### src/rtl/int_alu_pkg.sv
// Package: shared operation codes and slice control types for int_alu.
// Assumes a 4-bit operation code; the codes below are fixed by the ISA decode.
package int_alu_pkg;

    localparam int MODE_W = 4;

    // Operation codes seen on mode_i.
    localparam logic [MODE_W-1:0] OP_ADD  = 4'd0;
    localparam logic [MODE_W-1:0] OP_ADDU = 4'd1;
    localparam logic [MODE_W-1:0] OP_SUB  = 4'd2;
    localparam logic [MODE_W-1:0] OP_SUBU = 4'd3;
    localparam logic [MODE_W-1:0] OP_AND  = 4'd4;
    localparam logic [MODE_W-1:0] OP_OR   = 4'd5;
    localparam logic [MODE_W-1:0] OP_XOR  = 4'd6;
    localparam logic [MODE_W-1:0] OP_NOR  = 4'd7;
    localparam logic [MODE_W-1:0] OP_SLT  = 4'd10;
    localparam logic [MODE_W-1:0] OP_SLTU = 4'd11;

    // What each bit slice routes to its output.
    typedef enum logic [2:0] {
        PICK_SUM  = 3'd0,
        PICK_AND  = 3'd1,
        PICK_OR   = 3'd2,
        PICK_XOR  = 3'd3,
        PICK_LESS = 3'd4,
        PICK_ZERO = 3'd5
    } slice_pick_e;

    // Controls fanned out from the decoder.
    typedef struct packed {
        logic        inv_b;       // complement B before the adder
        logic        carry_in;    // carry into bit 0
        logic        inv_out;     // complement the picked slice output
        slice_pick_e pick;        // slice output selector
        logic        ovf_vis;     // overflow flag is reported
        logic        carry_vis;   // carry flag is reported
        logic        signed_cmp;  // less-than uses signed rule
    } alu_ctrl_t;

endpackage

### src/rtl/int_alu_dec.sv
// Module: int_alu_dec
// Turns the 4-bit operation code into the slice and flag controls.
// Assumes nothing about the operands; unknown codes select a zero result.
module int_alu_dec
    import int_alu_pkg::*;
(
    input  logic [MODE_W-1:0] mode_i,
    output alu_ctrl_t         ctrl_o
);

    // Decode the operation code into control fields.
    always_comb begin
        ctrl_o            = '0;
        ctrl_o.pick       = PICK_ZERO;
        case (mode_i)
            OP_ADD: begin
                ctrl_o.pick      = PICK_SUM;
                ctrl_o.ovf_vis   = 1'b1;
                ctrl_o.carry_vis = 1'b1;
            end
            OP_ADDU: begin
                ctrl_o.pick      = PICK_SUM;
                ctrl_o.carry_vis = 1'b1;
            end
            OP_SUB: begin
                ctrl_o.inv_b     = 1'b1;
                ctrl_o.carry_in  = 1'b1;
                ctrl_o.pick      = PICK_SUM;
                ctrl_o.ovf_vis   = 1'b1;
                ctrl_o.carry_vis = 1'b1;
            end
            OP_SUBU: begin
                ctrl_o.inv_b     = 1'b1;
                ctrl_o.carry_in  = 1'b1;
                ctrl_o.pick      = PICK_SUM;
                ctrl_o.carry_vis = 1'b1;
            end
            OP_AND: ctrl_o.pick = PICK_AND;
            OP_OR:  ctrl_o.pick = PICK_OR;
            OP_XOR: ctrl_o.pick = PICK_XOR;
            OP_NOR: begin
                ctrl_o.pick    = PICK_OR;
                ctrl_o.inv_out = 1'b1;
            end
            OP_SLT: begin
                ctrl_o.inv_b      = 1'b1;
                ctrl_o.carry_in   = 1'b1;
                ctrl_o.pick       = PICK_LESS;
                ctrl_o.signed_cmp = 1'b1;
            end
            OP_SLTU: begin
                ctrl_o.inv_b    = 1'b1;
                ctrl_o.carry_in = 1'b1;
                ctrl_o.pick     = PICK_LESS;
            end
            default: ctrl_o.pick = PICK_ZERO;
        endcase
    end

    // Guard: an inverted B always comes with a carry-in of one (two's complement negate).
    always_comb begin
        AST_NEGATE_PAIR: assert (!ctrl_o.inv_b || ctrl_o.carry_in);
    end

endmodule

### src/rtl/int_alu_slice.sv
// Module: int_alu_slice
// One bit of the datapath: full adder, bitwise gates and output selector.
// Assumes less_i is tied low on every slice except bit 0.
module int_alu_slice
    import int_alu_pkg::*;
(
    input  logic        a_i,
    input  logic        b_i,
    input  logic        carry_i,
    input  logic        inv_b_i,
    input  logic        inv_out_i,
    input  slice_pick_e pick_i,
    input  logic        less_i,
    output logic        sum_o,
    output logic        carry_o,
    output logic        res_o
);

    logic b_eff;
    logic picked;

    // Full adder on A and the optionally complemented B.
    always_comb begin
        b_eff   = b_i ^ inv_b_i;
        sum_o   = a_i ^ b_eff ^ carry_i;
        carry_o = (a_i & b_eff) | (carry_i & (a_i ^ b_eff));
    end

    // Select the slice output and apply the optional complement.
    always_comb begin
        unique case (pick_i)
            PICK_SUM:  picked = sum_o;
            PICK_AND:  picked = a_i & b_i;
            PICK_OR:   picked = a_i | b_i;
            PICK_XOR:  picked = a_i ^ b_i;
            PICK_LESS: picked = less_i;
            default:   picked = 1'b0;
        endcase
        res_o = picked ^ inv_out_i;
    end

endmodule

### src/rtl/int_alu_msb.sv
// Module: int_alu_msb
// Top-bit logic: two's complement overflow and the less-than decision.
// Assumes the inputs come from the most significant slice of the adder.
module int_alu_msb (
    input  logic a_msb_i,
    input  logic b_eff_msb_i,
    input  logic carry_into_msb_i,
    input  logic carry_out_msb_i,
    input  logic sum_msb_i,
    input  logic signed_cmp_i,
    output logic ovf_raw_o,
    output logic less_o
);

    // Overflow from the carries around the top bit; less-than from sign or borrow.
    always_comb begin
        ovf_raw_o = carry_into_msb_i ^ carry_out_msb_i;
        less_o    = signed_cmp_i ? (sum_msb_i ^ ovf_raw_o) : ~carry_out_msb_i;
    end

    // Guard: overflow judged from operand and sum signs must agree with the carry rule.
    always_comb begin
        AST_MIXED_SIGN_NO_OVF: assert ((a_msb_i == b_eff_msb_i) || !ovf_raw_o);
        AST_SAME_SIGN_OVF: assert ((a_msb_i != b_eff_msb_i) || (ovf_raw_o == (sum_msb_i != a_msb_i)));
    end

endmodule

### src/rtl/int_alu.sv
// Module: int_alu
// Combinational integer ALU built from WIDTH bit slices, a control decoder
// and a top-bit flag unit. Assumes immediates are already expanded to WIDTH bits.
module int_alu
    import int_alu_pkg::*;
#(
    parameter int WIDTH = 32
) (
    input  logic [WIDTH-1:0]  op_a_i,
    input  logic [WIDTH-1:0]  op_b_i,
    input  logic [MODE_W-1:0] mode_i,
    output logic [WIDTH-1:0]  result_o,
    output logic              carry_o,
    output logic              ovf_o
);

    localparam int MSB = WIDTH - 1;

    alu_ctrl_t          ctrl;
    logic [WIDTH:0]     carry_chain;
    logic [WIDTH-1:0]   sum_bits;
    logic               ovf_raw;
    logic               less_bit;
    logic               b_eff_msb;

    int_alu_dec u_dec (
        .mode_i (mode_i),
        .ctrl_o (ctrl)
    );

    // Feed the carry-in for bit 0 from the decoder.
    always_comb carry_chain[0] = ctrl.carry_in;

    // Row of identical slices; only bit 0 receives the less-than bit.
    for (genvar i = 0; i < WIDTH; i++) begin : g_slice
        logic less_in;
        if (i == 0) begin : g_lsb
            always_comb less_in = less_bit;
        end else begin : g_upper
            always_comb less_in = 1'b0;
        end
        int_alu_slice u_slice (
            .a_i       (op_a_i[i]),
            .b_i       (op_b_i[i]),
            .carry_i   (carry_chain[i]),
            .inv_b_i   (ctrl.inv_b),
            .inv_out_i (ctrl.inv_out),
            .pick_i    (ctrl.pick),
            .less_i    (less_in),
            .sum_o     (sum_bits[i]),
            .carry_o   (carry_chain[i+1]),
            .res_o     (result_o[i])
        );
    end

    // Effective B sign bit as the adder sees it.
    always_comb b_eff_msb = op_b_i[MSB] ^ ctrl.inv_b;

    int_alu_msb u_msb (
        .a_msb_i          (op_a_i[MSB]),
        .b_eff_msb_i      (b_eff_msb),
        .carry_into_msb_i (carry_chain[MSB]),
        .carry_out_msb_i  (carry_chain[WIDTH]),
        .sum_msb_i        (sum_bits[MSB]),
        .signed_cmp_i     (ctrl.signed_cmp),
        .ovf_raw_o        (ovf_raw),
        .less_o           (less_bit)
    );

    // Report flags only for the codes that define them.
    always_comb begin
        carry_o = ctrl.carry_vis & carry_chain[WIDTH];
        ovf_o   = ctrl.ovf_vis & ovf_raw;
    end

    // Guard: flag masking, comparison shape and unused codes at the ports.
    always_comb begin
        AST_UNSIGNED_NO_OVF: assert (!((mode_i == OP_ADDU) || (mode_i == OP_SUBU)) || !ovf_o);
        AST_LOGIC_FLAGS_CLEAR: assert (!(mode_i inside {OP_AND, OP_OR, OP_XOR, OP_NOR}) || (!carry_o && !ovf_o));
        AST_SLT_FLAGS_CLEAR: assert (!(mode_i inside {OP_SLT, OP_SLTU}) || (!carry_o && !ovf_o));
        AST_SLT_UPPER_ZERO: assert (!(mode_i inside {OP_SLT, OP_SLTU}) || (result_o[WIDTH-1:1] == '0));
        AST_SLT_USES_DIFF: assert (!(mode_i inside {OP_SLT, OP_SLTU}) || (sum_bits == op_a_i - op_b_i));
        AST_UNUSED_ZERO: assert ((mode_i <= OP_NOR) || (mode_i inside {OP_SLT, OP_SLTU}) || ((result_o == '0) && !carry_o && !ovf_o));
    end

endmodule

### config.mk
export PLATFORM = sky130hd
export DESIGN_NAME = int_alu
export DESIGN_NICKNAME = d
export VERILOG_FILES = /design/src/rtl/int_alu_pkg.sv /design/src/rtl/int_alu_dec.sv /design/src/rtl/int_alu_slice.sv /design/src/rtl/int_alu_msb.sv /design/src/rtl/int_alu.sv
export SDC_FILE = /design/constraint.sdc
export NUM_CORES = 1
export LEC_CHECK = 0
export BUFFER_PORTS_ARGS = -buffer_cell sky130_fd_sc_hd__clkbuf_2
export CAP_MARGIN = 20
export CORE_MARGIN = 2
export CORE_UTILIZATION = 55
export DETAILED_ROUTE_END_ITERATION = 7
export PLACE_DENSITY = 0.85
export SLEW_MARGIN = 20
export SYNTH_ARGS = -nofsm -noshare
export SYNTH_HDL_FRONTEND = slang
export SYNTH_SLANG_ARGS = --single-unit
### constraint.sdc
create_clock -name vclk -period 40.3
set_input_delay 12.09 -clock vclk [all_inputs]
set_output_delay 12.09 -clock vclk [all_outputs]
set_load 0.005 [all_outputs]
==> results of run 1 <==
critical path: cells and delay by family:
kind | cells | cell delay, ps
xor+xnor | 2 | 350
compound gates | 2 | 540
fa+ha+maj | 30 | 11800
buf+inv | 7 | 1550
simple gates | 1 | 130
metal layers:
| layer | GRT usage | part of all wire | up-vias |
|---|---|---|---|
| met2 | 0.444 | 0.52 | 123 |
| li1 | - | - | 1379 |
| met3 | 0.00978 | 0.072 | 4 |
| met5 | 0 | 0 | - |
| met4 | 0.0115 | 0.0046 | 0 |
| met1 | 0.297 | 0.40 | 1375 |
power groups by stage:
stage	clock network (mW)	logic (mW)	registers, mW
2_1_floorplan	0	0.0404	0
3_5_place_dp	0	0.0520	0
4_1_cts	0	0.0523	0
6_report	0	0.0521	0
3_3_place_gp	0	0.0488	0
5_1_grt	0	0.0591	0
per-stage QoR:
step	instance area (sq um)	power (mW)
5_1_grt	3630	0.0591
6_report	3630	0.0521
2_1_floorplan	3390	0.0404
4_1_cts	3620	0.0523
3_3_place_gp	3620	0.0488
3_5_place_dp	3620	0.0520
kinds of logic (layout without fill, tap and decap cells):
family          count (synthesis)  count (layout)  share of synthesized area
mux                             2               2                    0.00590
compound gates                 69              69                      0.162
buf+inv                       156             202                      0.222
xor+xnor                       63              63                      0.163
fa+ha+maj                      96              96                      0.425
simple gates                   13              13                     0.0225
worst max-delay path by stage:
stage               slack, ps      start           end  cells past startpoint
floorplan                2950  mode_i[2]  result_o[31]                     43
global placement         2140  mode_i[2]  result_o[31]                     42
finish                   1730  mode_i[2]  result_o[31]                     42
CTS                      1780  mode_i[2]  result_o[31]                     42
global route             1130  mode_i[2]  result_o[31]                     42
detailed placement       1840  mode_i[2]  result_o[31]                     42
final cells by class:
| type | count | area (sq um) | share of cell area |
|---|---|---|---|
| Inverter | 99 | 372 | 0.102 |
| Multi-Input combinational cell | 243 | 2640 | 0.729 |
| Timing Repair Buffer | 103 | 518 | 0.143 |
| Tap cell | 75 | 93.8 | 0.0259 |
cells in the final DEF (no fill, tap or decap), types with 2 or more instances in the layout:
cell type	n
fa_1	32
ha_1	64
o22ai_1	31
inv_1	98
nand2_1	3
nand2_2	2
a222oi_1	31
a21oi_1	2
xor2_1	32
mux2i_1	2
o21ai_0	2
xnor2_1	31
clkbuf_2	102
==> flow_summary.yaml, run 1 <==
run_status:
  status: "finished clean"
sta:
  period_minus_slack_ps: 38570
  hold_violations: 0
  tns_ps: 0
  slew_viol_final: 0
  post-route-period-util: 0.957
  rsz0062_at_grt: "false"
  relSlewSlack: 0.358
  worst_slack_ps: 1730
  fmax_mhz: 25.9
  tightestPinTransition_ps: 963
  finalSetupViolCount: 0
  hold_slack_ps: 24480
floorplan:
  die_h_microns: 82.5
  io-pin-count: 102
  die_width_microns: 82.5
  design.die.area_sq_um: 6810
  num_rows: 28
  start_util: 0.569
  fp.coreArea_sq_um: 5960
synth:
  ys_warn_count: 0
  synth_nets: 563
  ys_seq_area_frac: 0
  synth_top_cell_area_share: 0.236
  synth_area_leader_cell: "ha_1"
  postSynthAreaPerCell_sq_um: 8.50
  synthCells: 399
  ys_types: 27
  synth_area_sq_um: 3390
  synth_common_cells: "inv_1, ha_1, buf_4"
  synth_most_common_cell: "inv_1"
  synth_area_leaders: "ha_1, fa_1, inv_1, a222oi_1, xor2_1"
pwr:
  clock_power_share: 0
  share_comb_of_total_power: 1.000
  power.density_nw_per_um2: 14.4
  seqPwrFrac: 0
  p_int_uw: 23.9
  switchingPower_uw: 28.2
  sw_frac_of_total: 0.541
  peakVddDrop_v: 0.00000757
  leakagePower_nw: 2.02
clock_network:
  post_cts_resized: 0
  post_cts_buffers: 0
  post_cts_hold_buffer_count: 0
job:
  max_cap_viol_count: 0
finish:
  area.sequential_sq_um: 0
  nClkBuffers: 0
  n_fill_cell: 532
  drive_gt1_frac: 0.245
  final_core_utilization: 0.609
  seq_cells: 0
  antennaDiodeCount: 0
  synthToLayoutAreaGrowth_pct: 6.94
  final_nets: 611
  fin_cells: 520
routing:
  drtIter0Drc: 280
  finalWirelength_microns: 7750
  drc: 0
  dr.pass1.iters: 8
  via_per_inst: 5.54
  wl_per_cell_microns: 14.9
  dr_total_vias: 2881
  antenna_left: 0
setup_path:
  cp_common_cell: "fa_1"
  arrival_ps: 26480
  crit_type: "input pin to output port"
  cp-start-kind: "input pin"
  cpPeakStageDelay_ps: 610
  cp_max_fo: 40
  worst_ep_required_time_ps: 28210
  cp-end-kind: "output port"
  critPathSlowestCell: "clkbuf_2"
grt:
  grt_max_degree: 41
  grt_use_total: 0.230
  grt_pass1_wl_microns: 12600
  overflow: 0
  grt_pass1_vias: 2899
  antenna_found_initial: 0
placement:
  port_buffers: 102
  dp_hpwl_microns: 6110
  gp_congestion: 0.845
  place_inst: 520
  post-place-ws_ps: 1840
worst_hold_path:
  min_path_cells: 3
  holdCritPathClass: "input pin to output port"
  min_from: "mode_i[3]"
  worstHoldEndpoint: "ovf_o"
Note: power is estimated with default switching activity, not from simulation.
==> inputs of run 2 (changes only) <==
BUFFER_PORTS_ARGS = unset   (was -buffer_cell sky130_fd_sc_hd__clkbuf_2)
CORE_MARGIN = 3   (was 2)
CORE_UTILIZATION = 65   (was 55)
DONT_BUFFER_PORTS = 1   (was unset)
PLACE_DENSITY = 0.81   (was 0.85)
==> run 2 against run 1 <==
  * Hold slack worse by 260 ps
  * Via count down 13%
  * Design area down 14%
  * Sequential cell count unchanged
  * Global-route usage up 0.96 points
  * Count of clock-buffer cells in the layout unchanged
  * Critical path depth down 1
  * Die area down 10%
  * Largest cell class unchanged
  * Highest routed layer unchanged
==> flow_summary.yaml, run 2 (same netlist as run 1, synthesis figures left out) <==
setup_path:
  worst_ep_required_time_ps: 28210
  critPathSlowestCell: "buf_4"
  cpPeakStageDelay_ps: 420
  cp_max_fo: 40
  cp-end-kind: "output port"
  cp-start-kind: "input pin"
  cp_common_cell: "fa_1"
  crit_type: "input pin to output port"
  arrival_ps: 25780
grt:
  grt_use_total: 0.239
  overflow: 0
  grt_util_met2: 0.449
  grt_max_degree: 41
  grt_pass1_vias: 2708
  antenna_found_initial: 0
  met3_usage: 0.0356
  busiest_layer: "met2"
  met1_usage: 0.304
  grt_pass1_wl_microns: 12300
placement:
  gp_congestion: 0.819
  place_inst: 411
  post-place-ws_ps: 2440
  placed_area_sq_um: 3110
  port_buffers: 0
  dp_hpwl_microns: 5530
sta:
  fmax_mhz: 26.4
  period_minus_slack_ps: 37870
  slew_viol_final: 0
  rsz0062_at_grt: "false"
  tightestPinTransition_ps: 939
  relSlewSlack: 0.374
  finalSetupViolCount: 0
  tns_ps: 0
  hold_violations: 0
  post-route-period-util: 0.940
  worst_slack_ps: 2430
routing:
  finalWirelength_microns: 7120
  antenna_left: 0
  wl_per_cell_microns: 17.3
  via_per_inst: 6.07
  drtIter0Drc: 184
  drc: 0
  dr.pass1.iters: 5
  dr_total_vias: 2494
floorplan:
  start_util: 0.695
  die_width_microns: 78.2
  num_rows: 25
  design.die.area_sq_um: 6120
  die_h_microns: 78.2
  io-pin-count: 102
  fp.coreArea_sq_um: 4880
pwr:
  power.density_nw_per_um2: 12.8
  leakagePower_nw: 1.60
  power_uw: 40.0
  peakVddDrop_v: 0.00000813
finish:
  antennaDiodeCount: 0
  area.sequential_sq_um: 0
  seq_cells: 0
  layout_commonest_cell: "inv_1"
  mostFrequentLayoutCells: "inv_1, ha_1, xor2_1, fa_1"
  fin_cells: 411
  synthToLayoutAreaGrowth_pct: -8.23
  final_nets: 510
  drive_gt1_frac: 0.0203
  stdcell_area_sq_um: 3110
  nClkBuffers: 0
worst_hold_path:
  holdCritPathClass: "input pin to output port"
job:
  max_cap_viol_count: 0
clock_network:
  post_cts_buffers: 0
  post_cts_hold_buffer_count: 0
  post_cts_resized: 0
run_status:
  status: "finished clean"
-- run 2: routing by layer --
| metal | share of wire | vias to the layer above |
|---|---|---|
| met3 | 0.079 | 2 |
| met5 | 0 | - |
| li1 | - | 1172 |
| met1 | 0.40 | 1227 |
| met2 | 0.52 | 93 |
| met4 | 0.0024 | 0 |
-- run 2: power breakdown --
| part | total, mW | switching, mW | internal [mW] |
|---|---|---|---|
| registers | 0 | 0 | 0 |
| logic | 0.0400 | 0.0216 | 0.0183 |
| clock network | 0 | 0 | 0 |
-- run 2: path summary, 6_finish.rpt --
check | from | endpoint | depth (start not counted)
setup / recovery | mode_i[2] | result_o[31] | 41
hold / removal | mode_i[3] | ovf_o | 1
-- run 2: through the flow --
stage | utilization | hold WS, ps
after floorplan | - | 24210
after global placement | 0.638 | 24220
after detailed placement | 0.638 | 24220
after CTS | 0.638 | 24220
after global routing | 0.638 | 24230
final | 0.638 | 24220
-- run 2: worst max-delay path: cells and delay by family --
family,cells,cell delay [ps]
compound gates,3,680
xor+xnor,1,230
fa+ha+maj,31,12060
buf+inv,5,660
simple gates,1,50
-- run 2: final cells by class --
cell class	count	area [sq um]
well taps	67	83.8
multi-input cells	243	2640
fillers	448	1770
inverters	99	372
repair buffers	2	15.0
==> inputs of run 3 (changes only) <==
BUFFER_PORTS_ARGS = -buffer_cell sky130_fd_sc_hd__clkbuf_2   (was unset)
CORE_MARGIN = unset   (was 3)
CORE_UTILIZATION = 55   (was 65)
DONT_BUFFER_PORTS = unset   (was 1)
PLACE_DENSITY = unset   (was 0.81)
PLACE_DENSITY_LB_ADDON = 0.15   (was unset)
==> run 3 against run 2 <==
  * Power is 28% higher
  * Combinational power up 27%
  * Largest power group unchanged
  * Highest routed layer unchanged
  * Via count grew 16%
  * Maximum frequency is 1.4% lower
  * Critical path type unchanged
==> flow_summary.yaml, run 3 (same netlist as run 1, synthesis figures left out) <==
grt:
  met3_usage: 0.00568
  grt_use_total: 0.237
  antenna_found_initial: 0
  grt_util_met2: 0.434
  busiest_layer: "met2"
  grt_pass1_wl_microns: 12500
  met1_usage: 0.321
  grt_max_degree: 41
  overflow: 0
  grt_pass1_vias: 2821
finish:
  nClkBuffers: 0
  drive_gt1_frac: 0.244
  layout_commonest_cell: "clkbuf_2"
  stdcell_area_sq_um: 3630
  seq_cells: 0
  mostFrequentLayoutCells: "clkbuf_2, inv_1, ha_1"
  area.sequential_sq_um: 0
  antennaDiodeCount: 0
  final_nets: 612
  synthToLayoutAreaGrowth_pct: 7.16
placement:
  placed_area_sq_um: 3630
  port_buffers: 102
  gp_congestion: 0.809
  dp_hpwl_microns: 5500
clock_network:
  post_cts_resized: 0
  post_cts_hold_buffer_count: 0
  post_cts_buffers: 0
sta:
  post-route-period-util: 0.953
  finalSetupViolCount: 0
  slew_viol_final: 0
  tightestPinTransition_ps: 1010
  period_minus_slack_ps: 38420
  tns_ps: 0
  relSlewSlack: 0.328
  hold_violations: 0
  fmax_mhz: 26.0
  rsz0062_at_grt: "false"
setup_path:
  cp-start-kind: "input pin"
  cp_common_cell: "fa_1"
  arrival_ps: 26330
  crit_type: "input pin to output port"
  critPathSlowestCell: "clkbuf_2"
  cp_max_fo: 40
  cpPeakStageDelay_ps: 640
  worst_ep_required_time_ps: 28210
  cp-end-kind: "output port"
pwr:
  peakVddDrop_v: 0.00000754
  leakagePower_nw: 2.03
  power.density_nw_per_um2: 14.0
floorplan:
  die_h_microns: 80.5
  fp.coreArea_sq_um: 5920
  design.die.area_sq_um: 6480
  num_rows: 28
  start_util: 0.573
  die_width_microns: 80.5
  io-pin-count: 102
routing:
  finalWirelength_microns: 7460
  via_per_inst: 5.56
  dr_total_vias: 2899
  drtIter0Drc: 252
  drc: 0
  antenna_left: 0
  wl_per_cell_microns: 14.3
  dr.pass1.iters: 6
worst_hold_path:
  holdCritPathClass: "input pin to output port"
  min_path_cells: 3
job:
  max_cap_viol_count: 0
run_status:
  status: "finished clean"
-- run 3: cell types whose count changed in the layout (fill, tap and decap cells not counted) --
cell      previous run  this run
clkbuf_2             0       102
and3_1               2         1
and3_2               0         1
and4bb_1             0         1
and4bb_2             1         0
-- run 3: metrics by stage --
| stage | util | std cells | power, mW | hold WS, ps | worst slack [ps] |
|---|---|---|---|---|---|
| 6_report | 0.614 | 521 | 0.0510 | 24490 | 1880 |
| 3_3_place_gp | 0.613 | 521 | 0.0496 | 24490 | 2120 |
| 5_1_grt | 0.614 | 521 | 0.0592 | 24520 | 1250 |
| 2_1_floorplan | - | 399 | 0.0404 | 24210 | 2950 |
| 3_5_place_dp | 0.614 | 521 | 0.0509 | 24490 | 1950 |
| 4_1_cts | 0.614 | 521 | 0.0512 | 24490 | 1910 |
-- run 3: final timing paths --
kind,start,endpoint,slack (ps)
worst max-delay path,mode_i[2],result_o[31],1880
worst min-delay path,mode_i[3],ovf_o,24490
-- run 3: cell type report --
| cell class | count | area (sq um) |
|---|---|---|
| tap | 75 | 93.8 |
| fill | 546 | 2290 |
| timing repair buffer | 104 | 526 |
| inverter | 99 | 372 |
| multi-input combinational | 243 | 2640 |
-- run 3: critical path: cells and delay by family --
kind | cells | cell delay (ps)
AO/OA/AOI/OAI | 3 | 570
adder cells (fa/ha/maj) | 31 | 12020
XOR/XNOR | 1 | 240
AND/OR/NAND/NOR | 1 | 210
buffers and inverters | 6 | 1170
-- run 3: layer usage --
layer  vias up  routed length [microns]
li1       1382                        -
met1      1400                     3320
met2       113                     3710
met4         0                       23
met3         4                      404
met5         -                        0
-- run 3: power breakdown --
part	switching, mW	internal (mW)	total, mW
registers	0	0	0
clock network	0	0	0
logic	0.0275	0.0235	0.0510
total	0.0275	0.0235	0.0510
